File: config.mk
export PLATFORM = sky130hd
export DESIGN_NAME = smb_host_stub
export DESIGN_NICKNAME = d
export VERILOG_FILES = /design/src/rtl/smb_stub_pkg.sv /design/src/rtl/smb_acc_decode.sv /design/src/rtl/smb_blk_buf.sv /design/src/rtl/smb_host_regs.sv /design/src/rtl/smb_host_stub.sv
export SDC_FILE = /design/constraint.sdc
export NUM_CORES = 1
export LEC_CHECK = 0
export BUFFER_PORTS_ARGS = -buffer_cell sky130_fd_sc_hd__buf_2
export CAP_MARGIN = 10
export CORE_MARGIN = 1.5
export CORE_UTILIZATION = 55
export DETAILED_ROUTE_END_ITERATION = 8
export HOLD_SLACK_MARGIN = 0.1
export PLACE_DENSITY_LB_ADDON = 0.15
export SLEW_MARGIN = 20
export SYNTH_ARGS = -nofsm -noshare
export SYNTH_HDL_FRONTEND = slang
export SYNTH_SLANG_ARGS = --single-unit
File: constraint.sdc
create_clock -name clk -period 5 [get_ports clk]
set_input_delay 0.75 -clock clk [delete_from_list [all_inputs] [get_ports clk]]
set_output_delay 0.75 -clock clk [all_outputs]
set_load 0.02 [all_outputs]
File: src/rtl/smb_stub_pkg.sv
package smb_stub_pkg;

   localparam int OFF_W   = 4;
   localparam int NUM_SEL = 12;

   // one-hot select positions
   localparam int SEL_HST_STS = 0;
   localparam int SEL_SLV_STS = 1;
   localparam int SEL_HST_CTL = 2;
   localparam int SEL_CMD     = 3;
   localparam int SEL_ADDR    = 4;
   localparam int SEL_DAT0    = 5;
   localparam int SEL_DAT1    = 6;
   localparam int SEL_BLK     = 7;
   localparam int SEL_SLV_CTL = 8;
   localparam int SEL_SHDW    = 9;
   localparam int SEL_SLV_EVT = 10;
   localparam int SEL_SLV_DAT = 11;

   localparam logic [1:0] SZ_ONE = 2'd1;
   localparam logic [1:0] SZ_TWO = 2'd2;

   localparam int CTL_INTEN_BIT = 0;
   localparam int CTL_KILL_BIT  = 1;
   localparam int CTL_START_BIT = 6;

   localparam logic [7:0] STS_W1C_MASK  = 8'h1E;
   localparam logic [7:0] STS_ON_START  = 8'h06;
   localparam logic [7:0] STS_ON_KILL   = 8'h12;
   localparam logic [7:0] CTL_KEEP_MASK = 8'h1F;
   localparam logic [7:0] SLV_W1C_MASK  = 8'h3C;
   localparam logic [7:0] SLV_CTL_KEEP  = 8'h0F;

   typedef struct packed {
      logic [7:0]  hst_sts;
      logic [7:0]  slv_sts;
      logic [7:0]  hst_ctl;
      logic [7:0]  cmd;
      logic [7:0]  addr;
      logic [7:0]  dat0;
      logic [7:0]  dat1;
      logic [7:0]  slv_ctl;
      logic [7:0]  shdw;
      logic [15:0] slv_evt;
      logic [15:0] slv_dat;
   } smb_regs_t;

   function automatic logic [OFF_W-1:0] sel_off(input int i);
      case (i)
         SEL_HST_STS: return 4'h0;
         SEL_SLV_STS: return 4'h1;
         SEL_HST_CTL: return 4'h2;
         SEL_CMD:     return 4'h3;
         SEL_ADDR:    return 4'h4;
         SEL_DAT0:    return 4'h5;
         SEL_DAT1:    return 4'h6;
         SEL_BLK:     return 4'h7;
         SEL_SLV_CTL: return 4'h8;
         SEL_SHDW:    return 4'h9;
         SEL_SLV_EVT: return 4'hA;
         default:     return 4'hC;
      endcase
   endfunction

   function automatic logic sel_wide(input int i);
      return (i == SEL_SLV_EVT) || (i == SEL_SLV_DAT);
   endfunction

endpackage

File: src/rtl/smb_acc_decode.sv
module smb_acc_decode
   import smb_stub_pkg::*;
(
   input  logic                req_en,
   input  logic                req_wr,
   input  logic [OFF_W-1:0]    req_off,
   input  logic [1:0]          req_size,
   output logic [NUM_SEL-1:0]  sel,
   output logic                acc_ok,
   output logic                rd_go,
   output logic                wr_go
);

   logic [NUM_SEL-1:0] hit;
   logic [NUM_SEL-1:0] fit;

   for (genvar g = 0; g < NUM_SEL; g++) begin : g_slot
      assign hit[g] = (req_off == sel_off(g));
      if (sel_wide(g)) begin : g_wide
         assign fit[g] = (req_size == SZ_TWO);
      end else begin : g_narrow
         assign fit[g] = (req_size == SZ_ONE);
      end
   end

   assign sel    = hit;
   assign acc_ok = req_en & |(hit & fit);
   assign rd_go  = acc_ok & ~req_wr;
   assign wr_go  = acc_ok &  req_wr;

endmodule

File: src/rtl/smb_blk_buf.sv
module smb_blk_buf #(
   parameter int DEPTH = 32,
   parameter int DW    = 8
) (
   input  logic          clk,
   input  logic          rst_n,
   input  logic          blk_rd,
   input  logic          blk_wr,
   input  logic          idx_clr,
   input  logic [DW-1:0] wdata,
   output logic [DW-1:0] rdata
);

   localparam int IDX_W = (DEPTH > 1) ? $clog2(DEPTH) : 1;
   localparam logic [IDX_W-1:0] LAST = IDX_W'(DEPTH - 1);

   if (DEPTH < 2) begin : g_bad_depth
      $error("smb_blk_buf: DEPTH must be at least 2");
   end
   if (DW < 1) begin : g_bad_dw
      $error("smb_blk_buf: DW must be positive");
   end

   logic [DW-1:0]    mem [DEPTH];
   logic [IDX_W-1:0] idx;
   logic [IDX_W-1:0] idx_inc;

   // power-of-two depth wraps by truncation, other depths by compare
   if (DEPTH == (1 << IDX_W)) begin : g_wrap_pow2
      assign idx_inc = idx + 1'b1;
   end else begin : g_wrap_cmp
      assign idx_inc = (idx == LAST) ? '0 : idx + 1'b1;
   end

   assign rdata = mem[idx];

   always_ff @(posedge clk or negedge rst_n) begin
      if (!rst_n) begin
         idx <= '0;
         for (int i = 0; i < DEPTH; i++) mem[i] <= '0;
      end else begin
         if (blk_wr) mem[idx] <= wdata;
         if (idx_clr)                 idx <= '0;
         else if (blk_rd || blk_wr)   idx <= idx_inc;
      end
   end

   AST_IDX_STEP: assert property (@(posedge clk) disable iff (!rst_n)
      (blk_rd || blk_wr) && !idx_clr && idx != LAST |=> idx == IDX_W'($past(idx) + 1'b1));
   AST_IDX_WRAP: assert property (@(posedge clk) disable iff (!rst_n)
      (blk_rd || blk_wr) && !idx_clr && idx == LAST |=> idx == '0);
   AST_IDX_CLEAR: assert property (@(posedge clk) disable iff (!rst_n)
      idx_clr |=> idx == '0);
   AST_BLK_LANDS: assert property (@(posedge clk) disable iff (!rst_n)
      blk_wr |=> mem[$past(idx)] == $past(wdata));

endmodule

File: src/rtl/smb_host_regs.sv
module smb_host_regs
   import smb_stub_pkg::*;
(
   input  logic               clk,
   input  logic               rst_n,
   input  logic [NUM_SEL-1:0] sel,
   input  logic               wr_go,
   input  logic [15:0]        wdata,
   output smb_regs_t          regs
);

   smb_regs_t  nx;
   logic [7:0] wb;

   assign wb = wdata[7:0];

   always_comb begin
      nx = regs;
      if (wr_go) begin
         if (sel[SEL_HST_STS]) nx.hst_sts = regs.hst_sts & ~(wb & STS_W1C_MASK);
         if (sel[SEL_SLV_STS]) nx.slv_sts = regs.slv_sts & ~(wb & SLV_W1C_MASK);
         if (sel[SEL_HST_CTL]) begin
            nx.hst_ctl = wb & CTL_KEEP_MASK;
            if (wb[CTL_START_BIT]) nx.hst_sts = nx.hst_sts | STS_ON_START;
            if (wb[CTL_KILL_BIT])  nx.hst_sts = nx.hst_sts | STS_ON_KILL;
         end
         if (sel[SEL_CMD])     nx.cmd     = wb;
         if (sel[SEL_ADDR])    nx.addr    = wb;
         if (sel[SEL_DAT0])    nx.dat0    = wb;
         if (sel[SEL_DAT1])    nx.dat1    = wb;
         if (sel[SEL_SLV_CTL]) nx.slv_ctl = wb & SLV_CTL_KEEP;
         if (sel[SEL_SLV_EVT]) nx.slv_evt = wdata;
      end
   end

   always_ff @(posedge clk or negedge rst_n) begin
      if (!rst_n) regs <= '0;
      else        regs <= nx;
   end

   AST_START_FLAGS: assert property (@(posedge clk) disable iff (!rst_n)
      wr_go && sel[SEL_HST_CTL] && wdata[CTL_START_BIT] |=> regs.hst_sts[2] && regs.hst_sts[1]);
   AST_KILL_FLAGS: assert property (@(posedge clk) disable iff (!rst_n)
      wr_go && sel[SEL_HST_CTL] && wdata[CTL_KILL_BIT] |=> regs.hst_sts[4] && regs.hst_sts[1]);
   AST_W1C_CLEARS: assert property (@(posedge clk) disable iff (!rst_n)
      wr_go && sel[SEL_HST_STS] |=> (regs.hst_sts[4:1] & $past(wdata[4:1])) == 4'b0);
   AST_CTL_UPPER_ZERO: assert property (@(posedge clk) disable iff (!rst_n)
      wr_go && sel[SEL_HST_CTL] |=> regs.hst_ctl[7:5] == 3'b0);

endmodule

File: src/rtl/smb_host_stub.sv
module smb_host_stub
   import smb_stub_pkg::*;
#(
   parameter int               BUF_DEPTH   = 32,
   parameter int               BUS_W       = 16,
   parameter logic [BUS_W-1:0] UNUSED_FILL = '1
) (
   input  logic               clk,
   input  logic               rst_n,
   input  logic               req_en,
   input  logic               req_wr,
   input  logic [OFF_W-1:0]   req_off,
   input  logic [1:0]         req_size,
   input  logic [BUS_W-1:0]   req_wdata,
   output logic               rd_valid,
   output logic [BUS_W-1:0]   rd_data,
   output logic               rd_unused,
   output logic               irq_enable,
   output logic [3:0]         irq_flags
);

   if (BUS_W < 16) begin : g_bad_bus
      $error("smb_host_stub: BUS_W must be at least 16");
   end

   logic [NUM_SEL-1:0] sel;
   logic               acc_ok, rd_go, wr_go;
   smb_regs_t          regs;
   logic [7:0]         blk_rdata;
   logic [BUS_W-1:0]   rd_next;
   logic               rd_req;
   logic               unused_hi;

   assign unused_hi = ^req_wdata;

   smb_acc_decode u_dec (
      .req_en   (req_en),
      .req_wr   (req_wr),
      .req_off  (req_off),
      .req_size (req_size),
      .sel      (sel),
      .acc_ok   (acc_ok),
      .rd_go    (rd_go),
      .wr_go    (wr_go)
   );

   smb_host_regs u_regs (
      .clk   (clk),
      .rst_n (rst_n),
      .sel   (sel),
      .wr_go (wr_go),
      .wdata (req_wdata[15:0]),
      .regs  (regs)
   );

   smb_blk_buf #(.DEPTH(BUF_DEPTH), .DW(8)) u_blk (
      .clk     (clk),
      .rst_n   (rst_n),
      .blk_rd  (rd_go & sel[SEL_BLK]),
      .blk_wr  (wr_go & sel[SEL_BLK]),
      .idx_clr (rd_go & sel[SEL_HST_CTL]),
      .wdata   (req_wdata[7:0]),
      .rdata   (blk_rdata)
   );

   always_comb begin
      rd_next = '0;
      if (sel[SEL_HST_STS]) rd_next = BUS_W'(regs.hst_sts);
      if (sel[SEL_SLV_STS]) rd_next = BUS_W'(regs.slv_sts);
      if (sel[SEL_HST_CTL]) rd_next = BUS_W'(regs.hst_ctl);
      if (sel[SEL_CMD])     rd_next = BUS_W'(regs.cmd);
      if (sel[SEL_ADDR])    rd_next = BUS_W'(regs.addr);
      if (sel[SEL_DAT0])    rd_next = BUS_W'(regs.dat0);
      if (sel[SEL_DAT1])    rd_next = BUS_W'(regs.dat1);
      if (sel[SEL_BLK])     rd_next = BUS_W'(blk_rdata);
      if (sel[SEL_SLV_CTL]) rd_next = BUS_W'(regs.slv_ctl);
      if (sel[SEL_SHDW])    rd_next = BUS_W'(regs.shdw);
      if (sel[SEL_SLV_EVT]) rd_next = BUS_W'(regs.slv_evt);
      if (sel[SEL_SLV_DAT]) rd_next = BUS_W'(regs.slv_dat);
   end

   assign rd_req = req_en & ~req_wr;

   always_ff @(posedge clk or negedge rst_n) begin
      if (!rst_n) begin
         rd_valid  <= 1'b0;
         rd_data   <= '0;
         rd_unused <= 1'b0;
      end else begin
         rd_valid <= rd_req;
         if (rd_req) begin
            rd_unused <= ~acc_ok;
            rd_data   <= acc_ok ? rd_next : UNUSED_FILL;
         end
      end
   end

   assign irq_enable = regs.hst_ctl[CTL_INTEN_BIT];
   assign irq_flags  = regs.hst_sts[4:1];

   AST_READ_ANSWERS: assert property (@(posedge clk) disable iff (!rst_n)
      rd_req |=> rd_valid);
   AST_IDLE_SILENT: assert property (@(posedge clk) disable iff (!rst_n)
      !rd_req |=> !rd_valid);
   AST_BAD_READ_FLAGGED: assert property (@(posedge clk) disable iff (!rst_n)
      rd_req && !acc_ok |=> rd_unused && rd_data == UNUSED_FILL);
   AST_BAD_ACCESS_INERT: assert property (@(posedge clk) disable iff (!rst_n)
      req_en && !acc_ok |=> $stable(irq_flags) && $stable(irq_enable));

endmodule

Yosys cells after proc, flatten, opt, wreduce, memory -nomap -nowiden
Cells that the tools add are included.
{"block": "op_classes", "addsub": 1, "order_cmp": 2, "n_eq_ne": 13, "mux": 25, "bitwise_logic": 15, "reduce_logical": 13}
{"op": "bitwise mux 256 bit", "n": 1}
{"op": "2-to-1 mux 16 bit", "n": 11}
{"op": "2-to-1 mux 8 bit", "n": 6}
{"op": "binary-select mux 8 bit (select 5 bit)", "n": 1}
{"op": "demux 8 bit (select 5 bit)", "n": 1}
{"op": "2-to-1 mux 5 bit", "n": 4}
{"op": "bitwise AND 8 bit", "n": 2}
{"op": "equality test 4 x 3 -> 1 bit (second input constant)", "n": 4}
{"op": "equality test 4 bit (second input constant)", "n": 4}
{"op": "AND reduction 2 bit", "n": 8}
{"op": "bitwise AND 12 bit", "n": 1}
{"op": "OR reduction 12 bit", "n": 1}
{"op": "equality test 4 x 2 -> 1 bit (second input constant)", "n": 2}
{"op": "NOT 5 -> 8 bit", "n": 1}
{"op": "NOT 6 -> 8 bit", "n": 1}
{"op": "bitwise AND 1 bit", "n": 7}
{"op": "greater-or-equal comparator 6 bit (second input constant)", "n": 1}
{"op": "less-than comparator 6 x 1 -> 1 bit (second input constant)", "n": 1}
{"op": "NOT 5 -> 6 bit", "n": 1}
{"op": "adder 5 x 1 -> 5 bit (second input constant)", "n": 1}
{"op": "equality test 4 x 1 -> 1 bit (second input constant)", "n": 1}
{"op": "logical NOT 4 bit", "n": 1}
{"op": "2-to-1 mux 3 bit", "n": 1}
{"op": "equality test 2 x 1 -> 1 bit (second input constant)", "n": 1}
{"op": "5 further kinds", "n": 6}
{"block": "word_totals", "register_bits": 352, "in_bits": 26, "word_cells": 114}

Logic depth before layout (Yosys ltp)
{"block": "logic_depth", "depth_word": 14, "ltp_mapped": 9, "mapped_depth_nobuf": 6}

Modules after synthesis
Synthesis repeated with hierarchy kept, for this count alone.
{"block": "unflattened", "hier_cells": 1322, "hier_area_um2": 17123.9}
{"mod": "smb_blk_buf", "instances": 1, "cells_per_inst": 877, "area_each_um2": 12353.1, "seq_area_each_um2": 6531.3}
{"mod": "smb_host_regs", "instances": 1, "cells_per_inst": 188, "area_each_um2": 2882.8, "seq_area_each_um2": 1626.6}
{"mod": "smb_host_stub", "instances": 1, "cells_per_inst": 227, "area_each_um2": 1711.6, "seq_area_each_um2": 450.4}
{"mod": "smb_acc_decode", "instances": 1, "cells_per_inst": 30, "area_each_um2": 176.4, "seq_area_each_um2": 0.0}

Worst setup path before layout
OpenSTA, ideal clock, no wires.
{"block": "synth_path", "path_type": "input to register", "startpoint": "in req_off[3]", "endpoint": "reg, netlist name u_regs.regs[64]", "setup_ns": 0.125, "t_arrival_ns": 2.344, "path_slack_ns": 2.532, "cell_stages": 7, "path_cell_list": "buf_2 > and4bb_1 > a22oi_2 > or3_1 > buf_2 > nor3_4 > mux2_2"}
{"block": "synth_between", "elab_chain_cells": 6}
{"element": "from (decl)", "line": "smb_host_stub.sv:12", "source": "input logic [OFF_W-1:0] req_off,"}
{"element": "equality test 4 x 1 -> 1 bit (tied with other cells)", "line": "smb_acc_decode.sv:18", "source": "assign hit[g] = (req_off == sel_off(g));"}
{"element": "bitwise AND 12 bit", "line": "smb_acc_decode.sv:27", "source": "assign acc_ok = req_en & |(hit & fit);"}
{"element": "OR reduction 12 bit", "line": "smb_acc_decode.sv:27"}
{"element": "bitwise AND 1 bit", "line": "smb_acc_decode.sv:27"}
{"element": "bitwise AND 1 bit", "line": "smb_acc_decode.sv:29", "source": "assign wr_go = acc_ok & req_wr;"}
{"element": "AND reduction 2 bit (no source line) *"}
Mark *: on every way between the ends. The rest lies on a longest branch, timed or not.
A chain may end at the register's enable or synchronous reset.

Worst setup path in the final report
{"block": "layout_path", "startpoint": "reg u_blk.idx[1]", "endpoint": "reg rd_data[4]"}
{"block": "layout_between", "elab_chain_cells": 10}
{"element": "from (decl)", "line": "smb_blk_buf.sv:25", "source": "logic [IDX_W-1:0] idx;"}
{"element": "from (signal assigned)", "line": "smb_blk_buf.sv:44", "source": "else if (blk_rd || blk_wr) idx <= idx_inc;"}
{"element": "NOT 5 -> 6 bit (implied by the code)", "line": "smb_blk_buf.sv:35", "source": "assign rdata = mem[idx];"}
{"element": "binary-select mux 8 bit (select 5 bit)", "line": "smb_blk_buf.sv:35"}
{"element": "2-to-1 mux 8 bit (implied by the code) (2 in series)", "line": "smb_blk_buf.sv:35"}
{"element": "2-to-1 mux 16 bit", "line": "smb_host_stub.sv:75", "source": "if (sel[SEL_BLK]) rd_next = BUS_W'(blk_rdata);"}
{"element": "2-to-1 mux 16 bit", "line": "smb_host_stub.sv:76", "source": "if (sel[SEL_SLV_CTL]) rd_next = BUS_W'(regs.slv_ctl);"}
{"element": "2-to-1 mux 16 bit", "line": "smb_host_stub.sv:77", "source": "if (sel[SEL_SHDW]) rd_next = BUS_W'(regs.shdw);"}
{"element": "2-to-1 mux 16 bit", "line": "smb_host_stub.sv:78", "source": "if (sel[SEL_SLV_EVT]) rd_next = BUS_W'(regs.slv_evt);"}
{"element": "2-to-1 mux 16 bit", "line": "smb_host_stub.sv:79", "source": "if (sel[SEL_SLV_DAT]) rd_next = BUS_W'(regs.slv_dat);"}
{"element": "2-to-1 mux 16 bit", "line": "smb_host_stub.sv:93", "source": "rd_data <= acc_ok ? rd_next : UNUSED_FILL;"}
{"element": "to (signal assigned)", "line": "smb_host_stub.sv:93"}
{"element": "to (decl)", "line": "smb_host_stub.sv:16", "source": "output logic [BUS_W-1:0] rd_data,"}
No other way between the ends. The select of a mux whose other input is x is not followed.

==> metrics.txt <==
max frequency around 330 MHz; Final Non-Filler Cells between 1.5k and 2k; pwr/cell area 354 nW/um^2; insertion delay to the later sink of the worst-skew pair 520 ps; flop2flop setup slack approximately 2000 ps; WL/cell roughly 24 um; Clock Sink Count 344; Cell Area, Synth between 15,000 and 20,000 um^2; # rows 62; Sw Ratio around a quarter; port bufs 48; top-count cell post-synth dfrtp_1; worst setup path class register to register; global-route wire length before repair roughly 61 mm; Die Area a little over 30,000 um^2; number of H-tree levels 2; Tmin final ~3000 ps; Arr. time, crit path around 3400 ps; design area around 18,000 um^2; Layout Utilization slightly above 60%; list of most frequent post-synthesis cells dfrtp_1 (344), mux2_2 (322), mux4_2 (55); Area Growth Syn to Fin 10.4%; First-pass DRT Iterations 5; layout cells sized above 1 45.8%; fillcell total 2,223; pre-CTS setup slack 1550 ps; Mean Syn Cell Area roughly 14 um^2; #FFs+latches synth between 300 and 400; WL final between 30 and 40 mm; Layout Skew around 17 ps; TritonCTS clock tree built; Least-Margin Pin Slew between 900 and 1000 ps; largest net degree at the start of global routing between 100 and 150; Final #Nets approximately 1.2k; CTS resizes 0; vias per inst about 6.2; 1st-iter DRT viols slightly below 700; final number of setup-violating endpoints 0; post-CTS setup buffer count 0; Final Hold Violating Endpoints 0; Comb power frac a little under a tenth; share of the synthesized area in the top cell type 53.0%; hold_ws 297 ps; antenna viol nets, final 0; Clock Path Buffers 3; DIE WIDTH 175 um; CP max FO 56; CTS Hold Bufs 0; clock power share 43.9%; Setup TNS 0 ps; Worst EP required around 5400 ps; CTS Buf Count 37; max-cap viol count 0; status finished, final reports clean; Initial Utilization a little under three fifths; routed vias 9,866; post-DP HPWL about 24 mm; Final Worst Setup Slack 1970 ps; DRC violations left 0; Reg clk slew, reported paths 60 ps; Placed Cells between 1.5k and 2k; Synth Flop Type dfrtp_1; Startpoint Class register; syn nets roughly 1.2k; power after layout about 6.4 mW; Pleak approximately 8.4 nW; Post-synth EDFFs 0; main area contributors after synthesis dfrtp_1 (53%), mux2_2 (22%), mux4_2 (7.6%), nor2_4 (1.7%), clkbuf_1 (1.1%); sequential share of the synthesized area a little over half; Synth Instances 1,161; antenna violations before repair 0; n_diodes 0; Total Routing Usage GR about a quarter; Slew Limit Fails 0; grt ovf 0; Placement Cell Area around 17,000 um^2; Core Box Area 28,900 um^2; Yosys top cell by area dfrtp_1; Max-slew headroom 33.9%; vias in the first global route 10.2k; FFs w/ async S/R, synth 100%; Flop pwr share between 40% and 50%; Max rail drop VDD around 0.21 mV; Die Y ~170 um; Hold WC Path Type input pin to asynchronous set/reset pin; Synth Warn # 0; root buffer cell clkbuf_16; switching pwr 1.57 mW; RSZ-0062 raised after global routing false; GPL Wtd Cong 0.826; final period utilization ~61%; P_int around 4.8 mW; I/O pin cnt slightly below 50; crit path capture type register; synth unique cells between 60 and 70
[worst paths after layout]
check / start / to / depth (start not counted)
max reg2reg: u_blk.idx[1] / rd_data[4] / 6
max in group asynchronous: rst_n / u_blk.mem[100] / 2
max: u_blk.idx[1] / rd_data[4] / 6
min reg2reg: rd_data[14] / rd_data[14] / 2
min in group clk: req_wdata[11] / u_regs.regs[27] / 2
min: rst_n / u_regs.regs[80] / 1
[registers in the layout (all words and copies together), names as in the netlist]
signal and count:
rd_data 16, rd_unused 1, u_blk.idx 5, u_regs.regs 65
u_blk.mem 256, rd_valid 1
[cell usage in the layout (no fill, tap or decap), drive strengths merged, types with 4 or more instances in the layout]
cell type,instances
or3b,5
a22oi,4
clkinv,7
mux4,55
nor2,58
xor2,4
dfrtp,344
and3,7
ha,4
a2111oi,8
clkbuf,57
mux2i,11
a211oi,9
o22a,6
nor2b,14
nand2,42
inv,10
or3,4
buf,59
a21oi,29
o22ai,15
nand4,5
o21ai,31
mux2,325
nor3,6
a211o,4
o2bb2ai,5
nand2b,9
nand3,8
o2111ai,4
[power by group through the flow]
| stage | clock (mW) | sequential, mW | combinational [mW] |
|---|---|---|---|
| after floorplan | 0 | 2.96 | 0.445 |
| after global placement | 0 | 3.04 | 0.577 |
| after detailed placement | 0 | 3.04 | 0.580 |
| after CTS | 2.83 | 2.99 | 0.582 |
| after global routing | 2.95 | 3.00 | 0.625 |
| final | 2.79 | 2.99 | 0.576 |
[routing by layer]
layer  vias to the layer above  part of all wire, %  global-route usage [%]
li1                       4308                    -                       -
met1                      5203                   45                    37.3
met2                       286                   47                    40.9
met3                        69                  5.3                    4.31
met4                         0                  3.0                    8.33
met5                         -                    0                       0
[worst max-delay path: stages, from the launching register on]
cell and delay [ps]:
dfrtp_4 980, buf_4 550, mux4_2 580, mux2i_1 170, o2111ai_1 210, a21oi_1 270, o31ai_1 100
[logic make-up after synthesis]
logic type / count (synthesis) / share of synthesized area [%]
AND/OR/NAND/NOR: 171 / 6.76
flip-flops: 344 / 53.0
adder cells (fa/ha/maj): 4 / 0.308
AO/OA/AOI/OAI: 144 / 6.03
XOR/XNOR: 5 / 0.270
buffers and inverters: 102 / 2.80
multiplexers: 391 / 30.8
[final cells by class]
| cell class | count | area, um^2 | share of cell area (%) |
|---|---|---|---|
| Inverter | 11 | 41.3 | 0.230 |
| Clock inverter | 9 | 101 | 0.565 |
| Tap cell | 384 | 480 | 2.68 |
| Clock buffer | 57 | 1150 | 6.43 |
| Multi-Input combinational cell | 715 | 7180 | 40.0 |
| Sequential cell | 344 | 8620 | 48.0 |
| Timing Repair Buffer | 59 | 358 | 2.00 |
Note: power is estimated with default switching activity, not from simulation.
